[src/rtl/hsc_pkg.sv]
package hsc_pkg;
   // host memory window target
   typedef enum logic {
      SEL_PROG = 1'b0,
      SEL_DATA = 1'b1
   } mem_sel_e;

   // number of gated memory regions
   localparam int unsigned NUM_REGIONS = 2;
endpackage

[src/rtl/hsc_cmd_byte.sv]
module hsc_cmd_byte #(
   parameter int unsigned W = 8
) (
   input  logic         clk,
   input  logic         rst_n,
   input  logic         host_we,
   input  logic [W-1:0] host_wdata,
   input  logic         auto_set,
   input  logic         seq_we,
   input  logic [W-1:0] seq_wdata,
   output logic [W-1:0] cmd
);
   logic [W-1:0] set_v;
   logic [W-1:0] clr_v;

   for (genvar i = 0; i < W; i++) begin : g_bit
      if (i == 0) begin : g_auto
         assign set_v[i] = (host_we & host_wdata[i]) | auto_set;
      end else begin : g_plain
         assign set_v[i] = host_we & host_wdata[i];
      end
      assign clr_v[i] = seq_we & ~seq_wdata[i];

      // host set has priority over sequencer clear
      always_ff @(posedge clk or negedge rst_n) begin
         if (!rst_n)        cmd[i] <= 1'b0;
         else if (set_v[i]) cmd[i] <= 1'b1;
         else if (clr_v[i]) cmd[i] <= 1'b0;
      end
   end
endmodule

[src/rtl/hsc_ctrl_stat.sv]
module hsc_ctrl_stat #(
   parameter int unsigned        STAT_W   = 8,
   parameter logic [STAT_W-1:0]  STAT_RST = 'h01,
   parameter bit                 RST_HOLD = 1'b1
) (
   input  logic              clk,
   input  logic              rst_n,
   input  logic              host_we,
   input  logic              host_hold,
   input  logic              lock,
   input  logic              seq_we,
   input  logic [STAT_W-1:0] seq_stat,
   output logic              hold,
   output logic [STAT_W-1:0] stat
);
   // hold bit: only changed by the host while nothing is running
   always_ff @(posedge clk or negedge rst_n) begin
      if (!rst_n)                hold <= RST_HOLD;
      else if (host_we && !lock) hold <= host_hold;
   end

   // status byte: sequencer-owned
   always_ff @(posedge clk or negedge rst_n) begin
      if (!rst_n)      stat <= STAT_RST;
      else if (seq_we) stat <= seq_stat;
   end
endmodule

[src/rtl/hsc_mem_gate.sv]
module hsc_mem_gate #(
   parameter int unsigned AW          = 10,
   parameter int unsigned DW          = 32,
   parameter bit          OPEN_IN_RST = 1'b1
) (
   input  logic          hold,
   input  logic          req_rd,
   input  logic          req_wr,
   input  logic [AW-1:0] addr,
   input  logic [DW-1:0] wdata,
   input  logic [DW-1:0] mem_rdata,
   output logic          mem_re,
   output logic          mem_we,
   output logic [AW-1:0] mem_addr,
   output logic [DW-1:0] mem_wdata,
   output logic [DW-1:0] rdata
);
   logic open_w;

   if (OPEN_IN_RST) begin : g_open_held
      assign open_w = hold;
   end else begin : g_open_run
      assign open_w = ~hold;
   end

   always_comb begin
      mem_re    = req_rd & open_w;
      mem_we    = req_wr & open_w;
      mem_addr  = open_w ? addr  : '0;
      mem_wdata = open_w ? wdata : '0;
      rdata     = mem_re ? mem_rdata : '0;
   end
endmodule

[src/rtl/seq_handshake_csr.sv]
module seq_handshake_csr #(
   parameter int unsigned       DW       = 32,
   parameter int unsigned       CMD_W    = 8,
   parameter int unsigned       STAT_W   = 8,
   parameter logic [STAT_W-1:0] STAT_RST = 'h01,
   parameter int unsigned       OP_W     = 3,
   parameter int unsigned       MEM_AW   = 10,
   parameter bit                RST_HOLD = 1'b1
) (
   input  logic                    clk,
   input  logic                    rst_n,
   input  logic                    h_csr_we,
   input  logic [DW-1:0]           h_csr_wdata,
   output logic [DW-1:0]           h_csr_rdata,
   input  logic                    h_fn_we,
   input  logic                    h_fn_run,
   input  logic [OP_W-1:0]         h_fn_op,
   input  logic                    core_run,
   output logic                    run_vis,
   output logic                    seq_irq,
   output logic                    seq_rst,
   input  logic                    s_we,
   input  logic [STAT_W+CMD_W-1:0] s_wdata,
   output logic [CMD_W-1:0]        s_cmd,
   input  logic                    h_mem_sel,
   input  logic                    h_mem_rd,
   input  logic                    h_mem_wr,
   input  logic [MEM_AW-1:0]       h_mem_addr,
   input  logic [DW-1:0]           h_mem_wdata,
   output logic [DW-1:0]           h_mem_rdata,
   output logic                    prog_re,
   output logic                    prog_we,
   output logic [MEM_AW-1:0]       prog_addr,
   output logic [DW-1:0]           prog_wdata,
   input  logic [DW-1:0]           prog_rdata,
   output logic                    data_re,
   output logic                    data_we,
   output logic [MEM_AW-1:0]       data_addr,
   output logic [DW-1:0]           data_wdata,
   input  logic [DW-1:0]           data_rdata
);
   import hsc_pkg::*;

   localparam int unsigned STAT_LSB = CMD_W;
   localparam int unsigned USED_LO  = CMD_W + STAT_W;
   localparam int unsigned HOLD_BIT = DW - 1;

   // elaboration-time parameter checks
   if (USED_LO >= DW) begin : g_bad_width
      $error("status and command fields do not fit below the hold bit");
   end
   if (CMD_W < 1 || STAT_W < 1 || OP_W < 1) begin : g_bad_field
      $error("field widths must be at least one bit");
   end
   if (MEM_AW < 1 || MEM_AW > 30) begin : g_bad_aw
      $error("memory address width out of range");
   end

   logic              hold_q;
   logic [STAT_W-1:0] stat_q;
   logic [CMD_W-1:0]  cmd_q;
   logic              auto_start;
   logic              irq_w;
   logic              run_w;

   assign auto_start = h_fn_we & h_fn_run & (|h_fn_op);
   assign irq_w      = ~stat_q[0];
   assign run_w      = core_run | irq_w;

   hsc_ctrl_stat #(
      .STAT_W   (STAT_W),
      .STAT_RST (STAT_RST),
      .RST_HOLD (RST_HOLD)
   ) u_ctrl (
      .clk       (clk),
      .rst_n     (rst_n),
      .host_we   (h_csr_we),
      .host_hold (h_csr_wdata[HOLD_BIT]),
      .lock      (run_w),
      .seq_we    (s_we),
      .seq_stat  (s_wdata[STAT_LSB +: STAT_W]),
      .hold      (hold_q),
      .stat      (stat_q)
   );

   hsc_cmd_byte #(
      .W (CMD_W)
   ) u_cmd (
      .clk        (clk),
      .rst_n      (rst_n),
      .host_we    (h_csr_we),
      .host_wdata (h_csr_wdata[CMD_W-1:0]),
      .auto_set   (auto_start),
      .seq_we     (s_we),
      .seq_wdata  (s_wdata[CMD_W-1:0]),
      .cmd        (cmd_q)
   );

   // bits of the host word with no writable meaning
   logic unused_wbits;
   assign unused_wbits = ^{h_csr_wdata[HOLD_BIT-1:USED_LO], h_csr_wdata[STAT_LSB +: STAT_W]};

   always_comb begin
      h_csr_rdata                      = '0;
      h_csr_rdata[HOLD_BIT]            = hold_q;
      h_csr_rdata[STAT_LSB +: STAT_W]  = stat_q;
      h_csr_rdata[CMD_W-1:0]           = cmd_q;
   end

   assign run_vis = run_w;
   assign seq_irq = irq_w;
   assign seq_rst = hold_q;
   assign s_cmd   = cmd_q;

   // memory window gating: region 0 open while held, region 1 open while released
   logic [NUM_REGIONS-1:0]             g_re;
   logic [NUM_REGIONS-1:0]             g_we;
   logic [NUM_REGIONS-1:0][MEM_AW-1:0] g_addr;
   logic [NUM_REGIONS-1:0][DW-1:0]     g_wdata;
   logic [NUM_REGIONS-1:0][DW-1:0]     g_mrd;
   logic [NUM_REGIONS-1:0][DW-1:0]     g_rd;

   assign g_mrd[0] = prog_rdata;
   assign g_mrd[1] = data_rdata;

   for (genvar g = 0; g < NUM_REGIONS; g++) begin : g_region
      logic sel_w;
      assign sel_w = (g == 0) ? (h_mem_sel == SEL_PROG) : (h_mem_sel == SEL_DATA);

      hsc_mem_gate #(
         .AW          (MEM_AW),
         .DW          (DW),
         .OPEN_IN_RST (g == 0)
      ) u_gate (
         .hold      (hold_q),
         .req_rd    (h_mem_rd & sel_w),
         .req_wr    (h_mem_wr & sel_w),
         .addr      (h_mem_addr),
         .wdata     (h_mem_wdata),
         .mem_rdata (g_mrd[g]),
         .mem_re    (g_re[g]),
         .mem_we    (g_we[g]),
         .mem_addr  (g_addr[g]),
         .mem_wdata (g_wdata[g]),
         .rdata     (g_rd[g])
      );
   end

   assign prog_re     = g_re[0];
   assign prog_we     = g_we[0];
   assign prog_addr   = g_addr[0];
   assign prog_wdata  = g_wdata[0];
   assign data_re     = g_re[1];
   assign data_we     = g_we[1];
   assign data_addr   = g_addr[1];
   assign data_wdata  = g_wdata[1];
   assign h_mem_rdata = g_rd[0] | g_rd[1];
endmodule

[config.mk]
export PLATFORM = sky130hd
export DESIGN_NAME = seq_handshake_csr
export DESIGN_NICKNAME = d
export VERILOG_FILES = /design/src/rtl/hsc_pkg.sv /design/src/rtl/hsc_cmd_byte.sv /design/src/rtl/hsc_ctrl_stat.sv /design/src/rtl/hsc_mem_gate.sv /design/src/rtl/seq_handshake_csr.sv
export SDC_FILE = /design/constraint.sdc
export NUM_CORES = 1
export LEC_CHECK = 0
export BUFFER_PORTS_ARGS = -buffer_cell sky130_fd_sc_hd__buf_2
export CAP_MARGIN = 20
export CORE_AREA = 2 2 127 129
export CTS_BUF_LIST = sky130_fd_sc_hd__clkbuf_8
export DETAILED_ROUTE_END_ITERATION = 8
export DIE_AREA = 0 0 129 131
export GPL_TIMING_DRIVEN = 0
export HOLD_SLACK_MARGIN = 0.15
export MAX_ROUTING_LAYER = met4
export PLACE_DENSITY = 0.46
export SLEW_MARGIN = 25
export SYNTH_ARGS = -nofsm -noshare
export SYNTH_HDL_FRONTEND = slang
export SYNTH_SLANG_ARGS = --single-unit
[constraint.sdc]
create_clock -name clk -period 2 [get_ports clk]
set_input_delay 0 -clock clk [delete_from_list [all_inputs] [get_ports clk]]
set_output_delay 0 -clock clk [all_outputs]
set_load 0.05 [all_outputs]
==> metrics.md, run 1 <==
| Metric | Value |
|---|---|
| Synth Area in Simple Gates | 0.347 |
| Startpoint types | register |
| FF+latch count, synth | 17 |
| Post-Synth XOR/XNOR Area | 0 |
| Post-DRT Antenna Nets | 0 |
| RePlAce Congestion | 0.834 |
| Post-Syn Instances | 211 |
| Worst-Skew Late Latency | 0.25 ns |
| # rows | 46 |
| Global-route wire length before repair | 15000 microns |
| Slowest stage delay, CP | 0.64 ns |
| CP arrival | 1.87 ns |
| Sw Pwr | 2090 uW |
| Commonest non-fill, non-tap cell in the layout | buf_2 |
| Die height | 131 microns |
| Fmax | 534 MHz |
| Core Box Area | 0.0156 sq mm |
| Detailed Routing Iterations Pass 1 | 4 |
| H-tree depth | 1 |
| Max-cap violations | 0 |
| Adder-cell share of the synthesized area | 0 |
| FILL cells | 1780 |
| Synthesized area | 0.00181 sq mm |
| RR Startpoint | u_ctrl.hold |
| Crit path capture type | output pin |
| Total CTS buffers | 3 |
| Area of the multi-input gates | 0.00114 sq mm |
| Port Buf Inserts | 290 |
| Ratio of cells with drive above 1 in the final layout | 0.625 |
| CP most frequent cell | buf_2 |
| Clk root buf | clkbuf_8 |
| Sequential cell area fraction in the yosys report | 0.237 |
| CTS tree | built |
| Status | finished, final reports clean |
| Fin area | 0.00398 sq mm |
| Via count of the first global-routing pass | 2437 |
| Top Ports | 330 |
| Total area of sequential cells | 428 sq um |
| 1st-iter DRT viols | 65 |
| DRC violations left | 0 |
| Top Family by Delay on Critical Path | buffers and inverters |
| Period minus WS final | 1.87 ns |
| Compound-Gate Fraction of Synth Area | 0.203 |
| Largest net degree at the start of global routing | 18 |
| Yosys warning count | 0 |
| Drt via density | 3.48 |
| Core Util, Final | 0.255 |
| Average cell area after synthesis | 8.57 sq um |
| GRT Total Usage | 0.122 |
| Worst vdd ir | 358 uV |
| Static Leak | 0.00227 uW |
| Total clock sinks | 17 |
| Die footprint | 0.0169 sq mm |
| DR vias | 2685 |
| Slowest cell on crit path | dfstp_2 |
| R2R depth | 3 |
| Mux share of post-synthesis cell area | 0.0498 |
| Sequential share of power | 0.130 |
| Synth-to-layout area growth | 120% |
| Logic pwr share | 0.794 |
| Fin crit share | 0.937 |
| Worst-path clk slew | 0.07 ns |
| PwrDens | 833 mW/mm^2 |
| Clock group share of total power | 0.076 |
| Hold WC Path Type | in2async |
| Commonest non-fill, non-tap cells in the layout | 278 x buf_2, 42 x nor2b_1, 42 x and2_1 |
| Initial Util | 0.116 |
| Worst Path Required | 2.00 ns |
| Final Slew Violations | 0 |
| Sw Ratio | 0.630 |
| GR Overflow Total | 0 |
| Largest family of logic cells by synthesized area | simple AND/OR/NAND/NOR gates |
| Placed Area | 0.00358 sq mm |
| Post-synthesis cell type count | 19 |
| Worst clock skew | 0.000154 ns |
| Routed len/inst | 14.4 microns |
| Initial antenna violation count | 9 |
| Post-route setup TNS | 0 ns |
| Finish-stage setup viols | 0 |
| DRT Wirelength | 11100 microns |
| Critical path class | reg2out |
| Hpwl dp | 9940 microns |
| Fin. Hold Viols | 0 |
| Final #Nets | 715 |
| Reg-to-reg endpoint | u_ctrl.hold |
| Internal power | 1230 uW |
| Crit path buf inv count | 3 |
| Die W | 129 microns |
| Critical path peak fanout | 10 |
| CTS Buffer Depth | 2 |
| Critical path cell sequence | and3b_1 -> buf_2 -> clkbuf_4 -> a22o_1 -> buf_2 |
| Worst R2R Setup Slack | 0.20 ns |
## cell usage after synthesis (all sizes together)
master | count | area (sq um)
nand2 | 1 | 3.75
dfstp | 2 | 52.6
a221o | 1 | 10.0
and2 | 42 | 263
conb | 1 | 3.75
and3b | 4 | 35.0
nand2b | 9 | 56.3
clkbuf | 10 | 37.5
mux2 | 8 | 90.1
o21ai | 1 | 5.00
inv | 1 | 3.75
buf | 33 | 250
dfrtp | 15 | 375
nand3b | 1 | 7.51
o311a | 1 | 10.0
nor2b | 42 | 263
a22o | 39 | 342
## registers in the layout, summed over array words and instances (netlist names)
register     count
u_cmd.cmd        8
u_ctrl.stat      8
u_ctrl.hold      1
## power groups by stage
stage / Combinational (uW) / Sequential, uW / Clock (uW)
final: 2630 / 430 / 253
after global routing: 2760 / 440 / 276
after CTS: 2640 / 433 / 262
after detailed placement: 2550 / 442 / 0
after global placement: 2560 / 444 / 0
after floorplan: 1780 / 566 / 0
## logic make-up (layout without fill, tap and decap cells)
logic type | count (synthesis) | in the layout
compound gates | 42 | 42
mux | 8 | 8
simple gates | 99 | 99
buf+inv | 44 | 366
flops | 17 | 17
other cells | 1 | 23
## how the worst max path moves through the flow
stage / cells after the start / slack, ns / end / start
5_1_grt: 5 / -0.003 / h_mem_rdata[28] / u_ctrl.hold
4_1_cts: 5 / 0.03 / h_mem_rdata[20] / u_ctrl.hold
6_report: 5 / 0.13 / h_mem_rdata[15] / u_ctrl.hold
3_3_place_gp: 4 / -0.23 / prog_wdata[30] / u_ctrl.hold
3_5_place_dp: 4 / -0.21 / prog_wdata[30] / u_ctrl.hold
2_1_floorplan: 4 / 0.13 / h_mem_rdata[22] / u_ctrl.hold
## per-stage QoR
stage | instances | setup WS (ns) | hold WS, ns | total power [uW]
2_1_floorplan | 225 | 0.126 | -0.296 | 2350
3_3_place_gp | 731 | -0.234 | -0.0518 | 3000
3_5_place_dp | 731 | -0.212 | -0.0440 | 3000
4_1_cts | 763 | 0.0311 | 0.219 | 3330
5_1_grt | 771 | -0.00343 | 0.250 | 3480
6_report | 771 | 0.127 | 0.208 | 3310
## worst reg2reg max path: stages (launching register included)
cell and delay, ns:
dfstp_2 0.64, clkbuf_2 0.35, mux2_2 0.22, dlygate4sd3_1 0.53
## final cells by class
type,instances,share of cell area
Multi-Input combinational cell,164,0.287
Clock buffer,3,0.0104
Buffer,43,0.0770
Sequential cell,17,0.108
Timing Repair Buffer,318,0.443
Clock inverter,1,0.000943
Antenna cell,8,0.00503
Tap cell,216,0.0679
Inverter,1,0.000943
## timing repair
action,CTS,global route
hold endpoints to repair,34,0
hold buffers,27,0
endpoints found under the setup margin,43,40
resized for setup,5,21
buffers inserted,1,0
## per-layer routing
metal	up-vias	global-route usage	share of wire
met1	1157	0.139	0.40
met2	161	0.211	0.48
met4	0	0.0173	0.0024
met5	-	-	0
met3	2	0.0460	0.12
li1	1365	-	-
No activity file was read; power rests on OpenSTA's default activity.
==> run 2, diff against run 1 <==
CORE_AREA = 3 3 126 128   (was 2 2 127 129)
PLACE_DENSITY = 0.51   (was 0.46)
SYNTH_HIERARCHICAL = 1   (was unset)
==> metrics.md, run 2 <==
| Metric | Value |
|---|---|
| Post-Syn Instances | 283 |
| Clk root buf | clkbuf_8 |
| Initial antenna violation count | 1 |
| Critical path cell sequence | buf_6 -> buf_6 -> and3b_1 -> or2_2 -> buf_2 |
| Post-synthesis cell type count | 19 |
| Status | finished, final reports clean |
| Cell with the most instances after synthesis | nor2b_1 |
| Slowest stage delay, CP | 0.66 ns |
| CP arrival | 1.90 ns |
| GR Overflow Total | 0 |
| Area of the multi-input gates | 0.00159 sq mm |
| DRC violations left | 0 |
| Core Util, Final | 0.293 |
| Max-cap violations | 0 |
| H-tree depth | 1 |
| Static Leak | 0.00282 uW |
| Synthesized area | 0.00231 sq mm |
| Commonest non-fill, non-tap cells in the layout | 301 x buf_2, 47 x nor2b_1, 46 x and2_1 |
| Sequential cell area fraction in the yosys report | 0.185 |
| Dominant synthesized flop cell | dfrtp_1 |
| Worst-path clk slew | 0.07 ns |
| Hold WC Path Type | in2reg |
| # rows | 45 |
| Routed len/inst | 13.0 microns |
| Worst vdd ir | 381 uV |
| Commonest non-fill, non-tap cell in the layout | buf_2 |
| Total area of sequential cells | 432 sq um |
| Port Buf Inserts | 291 |
| FF+latch count, synth | 17 |
| Crit path capture type | output pin |
| Critical path peak fanout | 10 |
| RSZ-0062 raised after global routing | false |
| Synth-to-layout area growth | 89.7% |
| Largest net degree at the start of global routing | 18 |
| Die footprint | 0.0169 sq mm |
| CP most frequent cell | buf_6 |
| Top Registers | u_cmd/cmd x8, u_ctrl/stat x8, u_ctrl/hold x1 |
| Worst-Skew Late Latency | 0.25 ns |
| Core Box Area | 0.0150 sq mm |
| Total CTS buffers | 3 |
| Post-synth EDFFs | 0 |
| PwrDens | 797 mW/mm^2 |
| Die height | 131 microns |
| Total clock sinks | 17 |
| Async SR Flop Fraction | 1.00 |
| Final #Nets | 788 |
| Yosys warning count | 6 |
| Critical path class | reg2out |
| Synth cell count leaders | 47 x nor2b_1, 46 x and2_1, 32 x and3_1, 32 x and3b_1, 32 x or2_2 |
| CTS tree | built |
| Post-Place Worst Slack | 0.149 ns |
| Startpoint types | register |
| Setup ws final | 0.0982 ns |
| GRT Total Usage | 0.111 |
| 1st-iter DRT viols | 41 |
| Synth area leaders | dfrtp_1 16%, nor2b_1 13%, and2_1 12%, and3b_1 12%, and3_1 8.6% |
| Via count of the first global-routing pass | 2893 |
| Final Slew Violations | 0 |
| RePlAce Congestion | 0.786 |
| CTS Buffer Depth | 2 |
| Fin. Hold Viols | 0 |
| DR vias | 3055 |
| Top Ports | 330 |
| Die W | 129 microns |
| Post-DRT Antenna Nets | 0 |
| Finish-stage setup viols | 0 |
| Worst Path Required | 2.00 ns |
| Slowest cell on crit path | dfstp_4 |
| FILL cells | 1635 |
| Synth top area share | 0.162 |
| Fmax | 526 MHz |
| Synth area leader | dfrtp_1 |
| Initial Util | 0.155 |
| Global-route wire length before repair | 14400 microns |
| Fin crit share | 0.951 |
| Hpwl dp | 8950 microns |
| DRT Wirelength | 10500 microns |
| Detailed Routing Iterations Pass 1 | 4 |
| Ratio of cells with drive above 1 in the final layout | 0.619 |
| Worst clock skew | 0.00729 ns |
| Period minus WS final | 1.90 ns |
| Average cell area after synthesis | 8.18 sq um |
| Post-route setup TNS | 0 ns |
| Drt via density | 3.78 |
[run 2: changes by cell type after synthesis, sizes merged, moves of 4 or more]
cell,delta
buf,+11
or2,+32
and2,+4
nor2b,+5
and3b,+28
a22o,-32
clkbuf,-6
and3,+32
[run 2: timing repair]
item                                    in CTS  in global routing
hold buffers                                26                  0
endpoints found under the setup margin      26                  0
resized for setup                            2                  0
setup buffers                                2                  0
hold endpoints to repair                    34                  0
[run 2: where the power goes]
part / total (uW) / internal, uW / switching [uW]
combinational: 2800 / 806 / 1990
clock: 268 / 140 / 127
sequential: 432 / 392 / 39.7
[run 2: final cells by class]
cell class	instances	area share
Inverter	1	0.000855
Tap cell	188	0.0536
Sequential cell	17	0.0983
Timing Repair Buffer	319	0.394
Multi-Input combinational cell	231	0.362
Antenna cell	1	0.000570
Buffer	48	0.0798
Clock buffer	3	0.00940
Clock inverter	1	0.00171
[run 2: worst paths after layout]
path / cells past startpoint / end / slack, ns / startpoint
hold reg to reg: 1 / u_ctrl/stat[6] / 0.51 / u_ctrl/stat[6]
min in group asynchronous: 2 / u_cmd/cmd[0] / 0.20 / rst_n
setup / recovery: 5 / h_mem_rdata[13] / 0.1 / u_ctrl/hold
setup reg to reg: 2 / u_cmd/cmd[0] / 0.65 / u_cmd/cmd[0]
max in group asynchronous: 2 / u_ctrl/hold / 1.48 / rst_n
hold / removal: 3 / u_ctrl/hold / 0.17 / h_csr_we
[run 2: worst max-delay path: cells and delay by family (launching register included)]
| kind | cells | cell delay (ns) |
|---|---|---|
| and+or+nand+nor | 2 | 0.48 |
| DFF | 1 | 0.66 |
| buffers and inverters | 3 | 0.51 |
[run 2: cell families (layout without fill, tap and decap cells)]
logic type / after synthesis / count (layout) / synth area share
AOI/OAI and AO/OA: 9 / 9 / 0.0351
buffers and inverters: 49 / 372 / 0.152
and+or+nand+nor: 198 / 198 / 0.570
muxes: 9 / 9 / 0.0568
DFF: 17 / 17 / 0.185
other: 1 / 16 / 0.00162
[run 2: stage by stage]
stage	area, sq um	total power [uW]	cells	hold slack, ns
finish	4390	3500	809	0.166
global route	4390	3710	809	0.196
CTS	4390	3560	808	0.161
detailed placement	4060	3200	776	-0.0480
global placement	4060	3200	776	-0.0459
floorplan	2370	2510	297	-0.296
[run 2: metal layers]
| layer | vias to the layer above | track usage | wire length, microns |
|---|---|---|---|
| li1 | 1559 | - | - |
| met1 | 1299 | 0.116 | 3890 |
| met2 | 191 | 0.213 | 5430 |
| met3 | 6 | 0.0240 | 1080 |
| met4 | 0 | 0.0235 | 114 |
| met5 | - | - | 0 |
==> run 3, diff against run 2 <==
BUFFER_PORTS_ARGS = -buffer_cell sky130_fd_sc_hd__buf_4   (was -buffer_cell sky130_fd_sc_hd__buf_2)
CORE_AREA = 2 2 128 130   (was 3 3 126 128)
DIE_AREA = 0 0 130 132   (was 0 0 129 131)
PLACE_DENSITY = 0.49   (was 0.51)
==> metrics.md, run 3 (synthesized netlist as in run 2, its figures left out) <==
| Metric | Value |
|---|---|
| Status | finished, final reports clean |
| Hold WC Path Type | in2reg |
| 1st-iter DRT viols | 55 |
| Die footprint | 0.0172 sq mm |
| Core Box Area | 0.0157 sq mm |
| Period minus WS final | 1.87 ns |
| Slowest cell on crit path | dfstp_4 |
| Drt via density | 3.79 |
| Synth-to-layout area growth | 124% |
| FILL cells | 1707 |
| Slowest stage delay, CP | 0.64 ns |
| Ratio of cells with drive above 1 in the final layout | 0.617 |
| H-tree depth | 1 |
| Sw Pwr | 2210 uW |
| Via count of the first global-routing pass | 3188 |
| Critical path cell sequence | buf_6 -> buf_6 -> and3b_1 -> or2_2 -> buf_4 |
| DRC violations left | 0 |
| Fin cells | 840 |
| GR Overflow Total | 0 |
| Crit path capture type | output pin |
| Fin. Hold Viols | 0 |
| Post-DRT Antenna Nets | 0 |
| HP Start | s_we |
| Worst vdd ir | 383 uV |
| Worst clock skew | 0.00426 ns |
| Total area of sequential cells | 432 sq um |
| CTS tree | built |
| Total CTS buffers | 3 |
| Port Buf Inserts | 291 |
| Commonest non-fill, non-tap cells in the layout | 319 x buf_4, 47 x nor2b_1, 46 x and2_1 |
| Hpwl dp | 9670 microns |
| Global-route wire length before repair | 16400 microns |
| Fin crit share | 0.935 |
| Logic pwr share | 0.818 |
| Initial antenna violation count | 0 |
| RePlAce Congestion | 0.763 |
| Critical path peak fanout | 10 |
| Largest net degree at the start of global routing | 12 |
| Max-cap violations | 0 |
| Die height | 132 microns |
| Worst-path clk slew | 0.08 ns |
| Die W | 130 microns |
| Fmax | 535 MHz |
| GRT Total Usage | 0.123 |
| CTS Buffer Depth | 2 |
| Sw Ratio | 0.572 |
| Worst-Skew Late Latency | 0.25 ns |
| DR vias | 3185 |
| # rows | 46 |
| DRT Wirelength | 11400 microns |
| Worst Path Required | 2.00 ns |
| Core Util, Final | 0.330 |
| Final Slew Violations | 0 |
| Clock group share of total power | 0.070 |
| Internal power | 1650 uW |
| Clk root buf | clkbuf_8 |
| CP most frequent cell | buf_6 |
| Post-route setup TNS | 0 ns |
| RSZ-0062 raised after global routing | false |
| PwrDens | 743 mW/mm^2 |
| Total clock sinks | 17 |
| CP arrival | 1.87 ns |
| Placed insts | 804 |
| Static Leak | 0.00303 uW |
| Top Registers | u_cmd/cmd x8, u_ctrl/stat x8, u_ctrl/hold x1 |
| Detailed Routing Iterations Pass 1 | 5 |
| Routed len/inst | 13.5 microns |
| Finish-stage setup viols | 0 |
| Critical path class | reg2out |
| Top Ports | 330 |
| Total power | 3860 uW |
| Diode count | 0 |
| Startpoint types | register |
| Initial Util | 0.147 |
| CP Launch Point | u_ctrl/hold |
| Area of the multi-input gates | 0.00159 sq mm |
| Commonest non-fill, non-tap cell in the layout | buf_4 |
| Final #Nets | 792 |
| Sequential share of power | 0.112 |
| RR Startpoint | u_ctrl/stat[0] |
-- run 3: cell count changes in the layout (fill, tap and decap cells not counted) --
cell / delta
buf_4: +291
buf_2: -290
dlygate4sd3_1: +3
diode_2: -1
-- run 3: final timing paths --
check | end | slack (ns) | depth (start not counted)
setup / recovery | h_mem_rdata[8] | 0.13 | 5
hold / removal | u_ctrl/stat[0] | 0.28 | 3
setup reg to reg | u_ctrl/hold | 0.27 | 4
hold reg to reg | u_ctrl/stat[1] | 0.52 | 1
max in group asynchronous | u_ctrl/stat[1] | 0.28 | 4
min in group asynchronous | u_ctrl/stat[3] | 0.64 | 3
-- run 3: power by group through the flow --
stage / clock network [uW] / registers (uW) / logic (uW)
2_1_floorplan: 0 / 570 / 1940
3_3_place_gp: 0 / 448 / 3070
3_5_place_dp: 0 / 449 / 3080
4_1_cts: 285 / 434 / 3190
5_1_grt: 297 / 439 / 3310
6_report: 269 / 431 / 3160
-- run 3: routing by layer --
| layer | vias to the layer above | track usage | share of wire |
|---|---|---|---|
| li1 | 1566 | - | - |
| met1 | 1421 | 0.124 | 0.36 |
| met2 | 194 | 0.246 | 0.54 |
| met3 | 4 | 0.0223 | 0.094 |
| met4 | 0 | 0.0185 | 0.0042 |
| met5 | - | - | 0 |
-- run 3: worst max-delay path: cells and delay by family, from the launching register on --
| family | cells | cell delay (ns) |
|---|---|---|
| simple gates | 2 | 0.49 |
| buf+inv | 3 | 0.48 |
| flops | 1 | 0.64 |
-- run 3: per-stage QoR --
step                cell area, sq um  setup slack (ns)  hold slack (ns)
finish                          5190             0.130            0.280
CTS                             5190            0.0823            0.290
global route                    5190            0.0537            0.292
floorplan                       2370             0.303           -0.296
detailed placement              4820             0.253           -0.114
global placement                4820             0.284           -0.115
-- run 3: layout make-up --
| cell class | count | area share |
|---|---|---|
| Buffer | 48 | 0.0671 |
| Clock buffer | 3 | 0.00796 |
| Clock inverter | 1 | 0.00145 |
| Inverter | 1 | 0.000724 |
| Multi-Input combinational cell | 231 | 0.306 |
| Sequential cell | 17 | 0.0832 |
| Tap cell | 216 | 0.0521 |
| Timing Repair Buffer | 323 | 0.481 |
-- run 3: what timing repair did --
action,CTS,global route
resized for setup,1,0
buffers inserted,3,0
hold buffers,29,0
endpoints found under the setup margin,13,0
endpoints found under the hold margin,34,0
